==> src/rtl/evpack_pkg.sv <==
package evpack_pkg;

   typedef enum logic [2:0] {
      PK_IDLE,
      PK_SETTLE,
      PK_GATHER,
      PK_BEGIN,
      PK_HEAD,
      PK_SCAN,
      PK_END
   } pk_state_e;

   function automatic int unsigned pk_cnt_width(input int unsigned a, input int unsigned b);
      int unsigned m;
      m = (a > b) ? a : b;
      return $clog2(m + 1);
   endfunction

endpackage

==> src/rtl/evpack_wait_timer.sv <==
module evpack_wait_timer #(
   parameter int unsigned CW = 4
) (
   input  logic          clk,
   input  logic          rst_n,
   input  logic          clr,
   output logic [CW-1:0] count
);

   localparam logic [CW-1:0] CNT_MAX = {CW{1'b1}};

   always_ff @(posedge clk or negedge rst_n) begin
      if (!rst_n) begin
         count <= '0;
      end else if (clr) begin
         count <= '0;
      end else if (count != CNT_MAX) begin
         count <= count + 1'b1;
      end
   end

endmodule

==> src/rtl/evpack_src_sel.sv <==
module evpack_src_sel #(
   parameter int unsigned NUM_SRC = 20,
   parameter int unsigned DATA_W  = 32,
   parameter int unsigned IW      = 5
) (
   input  logic [IW-1:0]             sel,
   input  logic                      pop_en,
   input  logic [NUM_SRC*DATA_W-1:0] src_word,
   input  logic [NUM_SRC-1:0]        src_word_avail,
   input  logic [NUM_SRC-1:0]        src_word_eof,
   output logic [DATA_W-1:0]         sel_word,
   output logic                      sel_avail,
   output logic                      sel_eof,
   output logic [NUM_SRC-1:0]        src_pop
);

   always_comb begin
      sel_word  = '0;
      sel_avail = 1'b0;
      sel_eof   = 1'b0;
      for (int i = 0; i < NUM_SRC; i++) begin
         if (sel == IW'(i)) begin
            sel_word  = src_word[i*DATA_W +: DATA_W];
            sel_avail = src_word_avail[i];
            sel_eof   = src_word_eof[i];
         end
      end
   end

   for (genvar g = 0; g < NUM_SRC; g++) begin : g_pop
      assign src_pop[g] = pop_en && (sel == IW'(g));
   end

endmodule

==> src/rtl/evframe_packer.sv <==
module evframe_packer #(
   parameter int unsigned   NUM_SRC     = 20,
   parameter int unsigned   DATA_W      = 32,
   parameter int unsigned   EVT_W       = 16,
   parameter int unsigned   SETTLE_CYC  = 4,
   parameter int unsigned   TIMEOUT_CYC = 64,
   parameter logic [31:0]   BEGIN_MARK  = 32'hA5A5_0B0B,
   parameter logic [31:0]   END_MARK    = 32'h5A5A_0E0E,
   parameter logic [15:0]   HDR_TAG     = 16'hD7C3
) (
   input  logic                      clk,
   input  logic                      rst_n,
   input  logic [NUM_SRC-1:0]        src_frame_vld,
   input  logic [NUM_SRC-1:0]        src_word_avail,
   input  logic [NUM_SRC*DATA_W-1:0] src_word,
   input  logic [NUM_SRC-1:0]        src_word_eof,
   output logic [NUM_SRC-1:0]        src_pop,
   input  logic                      rec_ready,
   output logic                      rec_valid,
   output logic [DATA_W-1:0]         rec_data
);

   import evpack_pkg::*;

   localparam int unsigned IW    = $clog2(NUM_SRC);
   localparam int unsigned CW    = pk_cnt_width(SETTLE_CYC, TIMEOUT_CYC);
   localparam int unsigned TAG_W = DATA_W - EVT_W;
   localparam logic [CW-1:0] SETTLE_LAST  = CW'(SETTLE_CYC - 1);
   localparam logic [CW-1:0] TIMEOUT_LAST = CW'(TIMEOUT_CYC - 1);
   localparam logic [IW-1:0] LAST_IDX     = IW'(NUM_SRC - 1);

   if (NUM_SRC < 2) begin : g_chk_src
      $error("evframe_packer: NUM_SRC must be at least 2");
   end
   if (DATA_W != 32) begin : g_chk_width
      $error("evframe_packer: DATA_W must be 32 to carry the 32-bit markers");
   end
   if (EVT_W >= DATA_W || TAG_W > 16) begin : g_chk_evt
      $error("evframe_packer: EVT_W must leave at most 16 tag bits in the header");
   end
   if (SETTLE_CYC < 1 || TIMEOUT_CYC < 1) begin : g_chk_time
      $error("evframe_packer: SETTLE_CYC and TIMEOUT_CYC must be at least 1");
   end

   pk_state_e            state_q, state_d;
   logic [IW-1:0]        idx_q, idx_d;
   logic [NUM_SRC-1:0]   mask_q, mask_d;
   logic [EVT_W-1:0]     evt_q, evt_d;
   logic [CW-1:0]        tmr_cnt;
   logic                 tmr_clr;
   logic [DATA_W-1:0]    sel_word;
   logic                 sel_avail;
   logic                 sel_eof;
   logic                 pop_en;
   logic                 all_vld;
   logic                 settle_done;
   logic                 gather_tmo;

   assign all_vld     = &src_frame_vld;
   assign settle_done = (tmr_cnt == SETTLE_LAST);
   assign gather_tmo  = (tmr_cnt == TIMEOUT_LAST);
   assign tmr_clr     = (state_q != state_d);

   evpack_wait_timer #(.CW(CW)) u_timer (
      .clk   (clk),
      .rst_n (rst_n),
      .clr   (tmr_clr),
      .count (tmr_cnt)
   );

   evpack_src_sel #(
      .NUM_SRC (NUM_SRC),
      .DATA_W  (DATA_W),
      .IW      (IW)
   ) u_sel (
      .sel            (idx_q),
      .pop_en         (pop_en),
      .src_word       (src_word),
      .src_word_avail (src_word_avail),
      .src_word_eof   (src_word_eof),
      .sel_word       (sel_word),
      .sel_avail      (sel_avail),
      .sel_eof        (sel_eof),
      .src_pop        (src_pop)
   );

   always_comb begin
      state_d   = state_q;
      idx_d     = idx_q;
      mask_d    = mask_q;
      evt_d     = evt_q;
      pop_en    = 1'b0;
      rec_valid = 1'b0;
      rec_data  = '0;
      unique case (state_q)
         PK_IDLE: begin
            if (|src_frame_vld) state_d = PK_SETTLE;
         end
         PK_SETTLE: begin
            if (settle_done) state_d = PK_GATHER;
         end
         PK_GATHER: begin
            if (all_vld || gather_tmo) begin
               mask_d  = src_frame_vld;
               state_d = PK_BEGIN;
            end
         end
         PK_BEGIN: begin
            rec_valid = 1'b1;
            rec_data  = BEGIN_MARK[DATA_W-1:0];
            if (rec_ready) state_d = PK_HEAD;
         end
         PK_HEAD: begin
            rec_valid = 1'b1;
            rec_data  = {HDR_TAG[TAG_W-1:0], evt_q};
            if (rec_ready) begin
               idx_d   = '0;
               state_d = PK_SCAN;
            end
         end
         PK_SCAN: begin
            if (mask_q[idx_q]) begin
               rec_valid = sel_avail;
               rec_data  = sel_word;
               pop_en    = sel_avail && rec_ready;
            end
            if (!mask_q[idx_q] || (pop_en && sel_eof)) begin
               if (idx_q == LAST_IDX) state_d = PK_END;
               else                   idx_d   = idx_q + 1'b1;
            end
         end
         PK_END: begin
            rec_valid = 1'b1;
            rec_data  = END_MARK[DATA_W-1:0];
            if (rec_ready) begin
               evt_d   = evt_q + 1'b1;
               state_d = PK_IDLE;
            end
         end
         default: state_d = PK_IDLE;
      endcase
   end

   always_ff @(posedge clk or negedge rst_n) begin
      if (!rst_n) begin
         state_q <= PK_IDLE;
         idx_q   <= '0;
         mask_q  <= '0;
         evt_q   <= '0;
      end else begin
         state_q <= state_d;
         idx_q   <= idx_d;
         mask_q  <= mask_d;
         evt_q   <= evt_d;
      end
   end

endmodule

==> config.mk <==
export PLATFORM = sky130hd
export DESIGN_NAME = evframe_packer
export DESIGN_NICKNAME = d
export VERILOG_FILES = /design/src/rtl/evpack_pkg.sv /design/src/rtl/evpack_wait_timer.sv /design/src/rtl/evpack_src_sel.sv /design/src/rtl/evframe_packer.sv
export SDC_FILE = /design/constraint.sdc
export NUM_CORES = 1
export LEC_CHECK = 0
export ABC_AREA = 1
export BUFFER_PORTS_ARGS = -buffer_cell sky130_fd_sc_hd__buf_2
export CAP_MARGIN = 20
export CORE_AREA = 4 4 295 297
export CTS_BUF_LIST = sky130_fd_sc_hd__clkbuf_4 sky130_fd_sc_hd__clkbuf_8
export DETAILED_ROUTE_END_ITERATION = 10
export DIE_AREA = 0 0 299 301
export PLACE_DENSITY = 0.42
export SKIP_LAST_GASP = 1
export SLEW_MARGIN = 5
export SYNTH_ARGS = -nofsm -noshare
export SYNTH_HDL_FRONTEND = slang
export SYNTH_SLANG_ARGS = --single-unit
==> constraint.sdc <==
create_clock -name clk -period 3.7 [get_ports clk]
set_input_delay 0.37 -clock clk [delete_from_list [all_inputs] [get_ports clk]]
set_output_delay 0.37 -clock clk [all_outputs]
set_load 0.02 [all_outputs]
-- After elaboration in Yosys (flattened, before gate mapping)
Index checks and enable logic that the tools add are counted.
- muxes and demuxes: 84
- shift-type cells: 0
- bitwise gates (word level): 0
- reduce and logical (&&, ||, !) cells: 35
- magnitude comparators: 1
- $mul: 0
- div/mod/pow operators: 0
- equal/unequal tests: 32
- $add $sub $neg: 3
- operators with widths (operator ; number):
    $mux 32 ; 21
    $pmux 32 s4 ; 1
    $mux 1 ; 45
    $eq 5x4->1 const B ; 8
    $mux 3 ; 8
    $logic_and 1x1->1 ; 22
    $pmux 3 s7 ; 1
    $eq 5x3->1 const B ; 4
    $eq 5x5->1 const B ; 4
    $reduce_and 20->1 ; 1
    $reduce_or 20->1 ; 1
    $add 16x1->16 const B ; 1
    $mux 5 ; 3
    $mux 7 ; 2
    $eq 5x2->1 const B ; 2
    $pmux 5 s2 ; 1
    $eq 3x3->1 const B ; 3
    $add 7x1->7 const B ; 1
    $eq 7x2->1 const B ; 1
    $eq 7x6->1 const B ; 1
    $ne 7x7->1 const B ; 1
    $eq 3x2->1 const B ; 2
    $lt 5x6->1 const B ; 1
    $ne 2x2->1 const B ; 3
    14 further kinds ; 17
- memories kept: 0
- bits in read-only memories: 0
- bits in latches: 0
- output and inout bits: 53
- bits in registers: 51
- RAM bits: 0

-- Depth between registers and ports, before layout
Gate-level depths: netlist of the first run.
- depth after elaboration: 30
- depth in mapped cells: 34
- mapped depth without buffers: 33

-- Cells and area by module
Synthesis of the first run repeated with hierarchy kept, for this count alone.
- cell total of the unflattened synthesis: 1860
- area, all modules: 9315.2 sq um
- modules (own cells, without submodules) (module ; area an instance (sq um) ; cells each ; seq. area each (sq um) ; times used):
    evpack_src_sel ; 6132.1 ; 1427 ; 0.0 ; 1
    evframe_packer ; 2812.7 ; 386 ; 1101.1 ; 1
    evpack_wait_timer ; 370.4 ; 47 ; 175.2 ; 1

-- Worst setup path before layout of the first run
No wires, ideal clock.
- path type: flip-flop to output port
- start point: register idx_q[0]
- end point: output rec_data[7]
- slack: 0.305 ns
- cell stages (with the launch flop): 29
- data required time: 3.330 ns
- buffers on the path: 2
- arrival: 3.025 ns
- cells stage by stage: dfrtp_1 -> inv_1 -> clkbuf_1 -> ha_1 -> inv_1 -> nor2_1 -> nand2_1 -> nor2_1 -> buf_2 -> nand2_1 -> nand3_1 -> o21ai_0 -> o211ai_1 -> nand2_1 -> nand3_1 -> nand3_1 -> nand3_1 -> nand2_1 -> nand3_1 -> nand3_1 -> nand4_1 -> nand3_1 -> nand3_1 -> nand3_1 -> nand2_1 -> nand2_1 -> nand2_1 -> nand2_1 -> o21ai_0
- longest elaborated chain between the ends: 23
- elaborated cells on any way between the ends: 44
- classes of those cells: 19 x eq/ne; 24 x mux; 1 x reduce/logical
- RTL lines (item ; line ; text):
    start, declared ; evframe_packer.sv:46 ; logic [IW-1:0] idx_q, idx_d;
    start signal, assigned ; evframe_packer.sv:152 ; idx_q <= idx_d;
    $logic_not 5->1 ; evpack_src_sel.sv:22 ; if (sel == IW'(i)) begin
    $mux 32 (20 in series) ; evpack_src_sel.sv:22 ;
    $mux 32 (*) ; evframe_packer.sv:122 ; if (mask_q[idx_q]) begin
    $pmux 32 s4 (*) ; evframe_packer.sv:95 ; unique case (state_q)
    end, declared ; evframe_packer.sv:20 ; output logic [DATA_W-1:0] rec_data
Every way passes the cells marked *; elsewhere a longest branch is shown, timed or not. The select of a mux whose other input is x is not followed.

-- Worst setup path in the final report of the first run
- start point: register idx_q[0]
- end point: output rec_data[22]
The elaborated chain is that of the path after synthesis.

==> results of run 1 <==
power breakdown:
part	internal (mW)	switching, mW	leakage [nW]
clock network	0.140	0.226	0.0463
registers	0.618	0.0661	0.677
logic	5.83	8.51	9.77
tightest hold or removal path, cell delays in order:
cell and delay (ns):
buf_2 0.10, inv_1 0.06, o21ai_0 0.08
logic make-up (layout without fill, tap and decap cells):
logic type	after synthesis	count (layout)	synth area share, %
mux	2	2	0.204
other cells	0	5	0
buf+inv	368	1249	13.8
simple gates	1365	1365	55.4
fa+ha+maj	7	7	0.842
compound gates	285	285	15.8
flops	51	51	12.3
xor+xnor	19	19	1.60
worst min-delay path by stage:
| stage | depth (start not counted) | from | end | slack, ns |
|---|---|---|---|---|
| final | 3 | src_frame_vld[14] | mask_q[14] | 0.32 |
| after global routing | 3 | src_frame_vld[14] | mask_q[14] | 0.32 |
| after global placement | 1 | rst_n | state_q[0] | 0.37 |
| after floorplan | 0 | rst_n | evt_q[0] | 0.07 |
| after CTS | 3 | src_frame_vld[18] | mask_q[18] | 0.31 |
| after detailed placement | 1 | rst_n | state_q[0] | 0.36 |
flip-flops by register name, indices dropped and copies added, names as in the netlist:
name,cells
evt_q,16
mask_q,20
state_q,3
idx_q,5
u_timer.count,7
per-stage QoR:
step                total power, mW  hold WS, ns  setup slack [ns]  cells
floorplan                      5.78       0.0744             0.305   2097
finish                         15.4        0.320            -0.540   4127
CTS                            14.4        0.309            -0.661   4100
global route                   16.6        0.324            -0.714   4124
global placement               12.1        0.366            -0.764   4066
detailed placement             12.1        0.362            -0.781   4066
final cells by class:
| cell class | instances | area share, % |
|---|---|---|
| Multi-Input combinational cell | 1678 | 47.7 |
| Timing Repair Buffer | 1001 | 33.3 |
| Tap cell | 1144 | 7.28 |
| Sequential cell | 51 | 6.49 |
| Inverter | 240 | 4.75 |
| Clock buffer | 5 | 0.350 |
| Clock inverter | 3 | 0.140 |
| Antenna cell | 5 | 0.0636 |
layer usage:
metal	GRT usage, %	up-vias	wire length [µm]
met5	0	-	39
met4	4.30	8	2640
met3	3.62	102	6070
met2	32.8	719	43600
met1	23.1	7966	37700
li1	-	8398	-
timing repair:
item	CTS	global route
setup endpoints to repair	61	67
resized for setup	334	261
pin swaps	166	274
hold buffers	1	0
hold endpoints to repair	4	0
setup buffers	34	27
gates cloned	3	6
synthesized netlist by cell type, drive strengths merged, types with 24 or more instances:
library cell	number
dfrtp	51
nand4	24
nand2	873
o211ai	56
a21oi	30
or2	56
buf	50
inv	239
nand3	216
o21ai	171
clkbuf	78
nor2	175
==> flow_summary.toml, run 1 <==
[status]
status = "finished, violations left"
violations = "setup timing"

[global_routing]
grt_use_total_pct = 18.5
grt_overflow = 0
grt_pass1_wl_um = 121000
antenna_found_initial = 17
grt_max_degree = 66
grt_pass1_vias = 16901

[logic_synthesis]
syn_inst = 2097
synth_area_leaders = "nand2_1 31%, dfrtp_1 12%, nand3_1 10%"
synth_fp_nets = 2807
synth_warnings = 0
synth.distinct_cells = 49
ys_seq_elements = 51
async_flop_share_pct = 100
seq_area_frac_synth_pct = 12.3
yosys.area.top_type = "nand2_1"
ys.flop_type = "dfrtp_1"
synth_edf_count = 0
avgSynthCellArea_um2 = 4.96
synth_top_area_share_pct = 31.2
synthesis.area_um2 = 10400

[sta]
relSlewSlack_pct = 37.7
hold_viol_final = 0
slew_viol_final = 0
final_period_minus_worst_setup_slack_ns = 4.24
fin_tns_setup_ns = -19.33
fmax_ghz = 0.236
grt_setup_unrepaired = "yes"
post-route-worst-setup-slack_ns = -0.540
tightest_slew_ns = 0.932
skew_ns = 0.0123
setup_viol = 53
final_min_period_over_clock_period_pct = 115

[clocking]
cts_tree = "built"
clkLatencyLatePin_ns = 0.32
cts-root-buf = "clkbuf_8"
clk_pin_slew_ns = 0.12
tritoncts.num_buffers = 5
htreeDepth = 2
cts_buffer_depth = 2
cts_sinks = 51

[cells_and_area]
final_cell_mix = "745 x nand2_1, 704 x buf_2, 215 x inv_1, 195 x buf_4, 126 x nor2_1"
drive_above_1_share_pct = 48.5
area_growth_pct = 89.2
multi_input_area_um2 = 9380
fin_util_pct = 23.3
nNetsFinal = 3687
fillerInstances = 9967
ff_latch_area_um2 = 1280
final_design_area_no_fill_um2 = 19700
final_common_cell = "nand2_1"

[placed_design]
io_buffers = 755
gp_congestion = 0.940
place_area_um2 = 17000
dp_hpwl_um = 76700

[drt]
drt_pass1_iterations = 5
drt_wl_total_um = 90000
vias = 17193
first_iter_violations = 1194
wl_per_cell_um = 21.8
routed_via_density = 4.17
drc = 0
ant_nets = 0

[critical_path]
slowest_stage = "dfrtp_1"
crit_type = "flip-flop to output pin"
path_common_cell = "nand2_1"
startpoint_type = "flip-flop"
r2r_slack_ns = 0.16
worstSetupPathDepth = 27
end_kind = "output pin"
startpoint = "idx_q[0]"
critPathRequiredTime_ns = 3.33
r2r-start = "idx_q[0]"
critical-path-max-stage-delay_ns = 0.42
cp.arrival_ns = 3.87
reg2regPathDepth = 33
cp_top_family = "simple AND/OR/NAND/NOR gates"
reg2reg_to = "u_timer.count[1]"
worst-path-buf-inv = 6
crit_fanout = 7
endpoint = "rec_data[22]"

[die]
start_util_pct = 12.3
core_um2 = 84600
rows = 107
ios = 756
die_area_um2 = 90000
dieWidth_um = 299
die_h_um = 301

[power]
peakVddDrop_v = 0.000337
powerDensity_nw_per_um2 = 782
total_leakage_power_nw = 10.5

[min_path]
hold_class = "input port to flip-flop"

[run]
drv_cap = 0
Note: power is estimated with default switching activity, not from simulation.
==> run 2: changes to the inputs <==
Settings changed: ABC_CLOCK_PERIOD_IN_PS from default to 3700, PLACE_DENSITY 0.42 to 0.39.
==> run 2 against run 1 <==
Against the previous run: hold slack worse by 0.14 ns; design area is 2.7% lower; the flow still finishes with violations (setup timing); largest power group unchanged; critical path type unchanged; clock power hardly changed; die area stayed put; clock skew is 0.0062 ns higher; count of clock-buffer cells in the layout stayed put.
==> flow_summary.toml, run 2 (synthesized netlist as in run 1, its figures left out) <==
[global_routing]
grt_pass1_vias = 16909
grt_max_degree = 68
grt_use_total_pct = 18.5
antenna_found_initial = 26
grt_pass1_wl_um = 122000
grt_overflow = 0

[critical_path]
worst-path-buf-inv = 6
cp_top_family = "simple AND/OR/NAND/NOR gates"
end_kind = "output pin"
critical-path-max-stage-delay_ns = 0.38
startpoint_type = "flip-flop"
r2r-start = "idx_q[1]"
critPathRequiredTime_ns = 3.33
crit_type = "flip-flop to output pin"
path_common_cell = "nand2_1"
crit_fanout = 9
startpoint = "idx_q[1]"
cp.arrival_ns = 3.90
slowest_stage = "dfrtp_1"

[power]
comb_power_share_pct = 92.9
power_frac_clock_pct = 2.5
total_leakage_power_nw = 10.3
powerDensity_nw_per_um2 = 774
p_sw_share_pct = 56.7
power.internal_mw = 6.42
p_sw_mw = 8.39
p_seq_share_pct = 4.7
peakVddDrop_v = 0.000255

[cells_and_area]
drive_above_1_share_pct = 45.9
largest_reg_flops = 20
area_growth_pct = 84.0
instances_no_fill = 4121
reg.largest.list = "mask_q: 20 flops, evt_q: 16 flops, u_timer.count: 7 flops"
nNetsFinal = 3676
top_register = "mask_q"
final_common_cell = "nand2_1"
fin_util_pct = 22.6
final_cell_mix = "769 x nand2_1, 717 x buf_2, 216 x inv_1, 187 x buf_4, 135 x nor2_1"
fillerInstances = 10102

[placed_design]
dp_hpwl_um = 76600
place_inst = 4069
gp_congestion = 0.942
io_buffers = 755

[die]
start_util_pct = 12.3
die_area_um2 = 90000
rows = 107
die_h_um = 301
dieWidth_um = 299
core_um2 = 84600
ios = 756

[status]
violations = "setup timing"
status = "finished, violations left"

[sta]
fmax_ghz = 0.234
grt_setup_unrepaired = "yes"
final_min_period_over_clock_period_pct = 115
post-route-worst-setup-slack_ns = -0.570
hold_slack_ns = 0.178
tightest_slew_ns = 0.715
slew_viol_final = 0
setup_viol = 53
hold_viol_final = 0
skew_ns = 0.0184
relSlewSlack_pct = 52.4
final_period_minus_worst_setup_slack_ns = 4.27

[clocking]
holdBufCountCts = 0
cts_buffer_depth = 2
tritoncts.num_buffers = 5
cts_tree = "built"
cts_sinks = 51
clkLatencyLatePin_ns = 0.32
cts-root-buf = "clkbuf_8"
clk_pin_slew_ns = 0.12
htreeDepth = 2

[min_path]
hold_class = "input port to asynchronous set/reset pin"

[drt]
routed_via_density = 4.14
first_iter_violations = 1126
drc = 0
drt_wl_total_um = 89600
ant_nets = 0
drt_pass1_iterations = 6
vias = 17070
wl_per_cell_um = 21.7

[run]
drv_cap = 0
## run 2: cell type report
class / count / area (µm²) / area share, %
multi-input cells: 1678 / 9020 / 47.1
inverters: 240 / 932 / 4.87
flip-flops and latches: 51 / 1280 / 6.67
well taps: 1144 / 1430 / 7.48
repair buffers: 990 / 6360 / 33.2
clock buffers: 5 / 68.8 / 0.360
diodes: 10 / 25.0 / 0.131
clock inverters: 3 / 27.5 / 0.144
## run 2: metal layers
layer  wire length [µm]  global-route usage, %
met4               2120                   3.54
met1              37300                   22.9
met3               5900                   3.50
met2              44200                   33.6
met5                115                      0
## run 2: what timing repair did
action                     4_1_cts  5_1_grt
cloned                           4        2
pin swaps                      110      171
buffers inserted                18       18
gates resized for setup        251      210
setup endpoints to repair       53       65
## run 2: worst register-to-register path: cells and delay by family, from the launching register on
kind	cells	cell delay (ns)
flip-flops	1	0.38
adder cells (fa/ha/maj)	1	0.17
AND/OR/NAND/NOR	26	2.02
buffers and inverters	6	0.78
## run 2: power groups by stage
| stage | Clock, mW | Combinational [mW] | Sequential, mW |
|---|---|---|---|
| 2_1_floorplan | 0 | 5.09 | 0.686 |
| 3_3_place_gp | 0 | 11.3 | 0.688 |
| 3_5_place_dp | 0 | 11.3 | 0.686 |
| 4_1_cts | 0.385 | 13.0 | 0.681 |
| 5_1_grt | 0.403 | 15.1 | 0.699 |
| 6_report | 0.366 | 13.8 | 0.689 |
## run 2: path summary, 6_finish.rpt
kind                                     to  slack (ns)  depth (start not counted)
min in group clk                  mask_q[9]        0.31                          3
max reg2reg                u_timer.count[1]        0.23                         33
max                            rec_data[26]       -0.57                         25
min reg2reg                       evt_q[15]        0.48                          1
min                        u_timer.count[3]        0.18                          2
max in group asynchronous         mask_q[2]        3.05                          2
## run 2: per-stage QoR
| step | instance area [µm²] | setup TNS [ns] | setup WS [ns] | power, mW |
|---|---|---|---|---|
| floorplan | 10400 | 0 | 0.305 | 5.78 |
| global placement | 17100 | -19.02 | -0.790 | 12.0 |
| detailed placement | 17100 | -19.85 | -0.787 | 12.0 |
| CTS | 18300 | -27.45 | -0.705 | 14.0 |
| global route | 19100 | -37.55 | -0.781 | 16.2 |
| finish | 19100 | -19.29 | -0.570 | 14.8 |
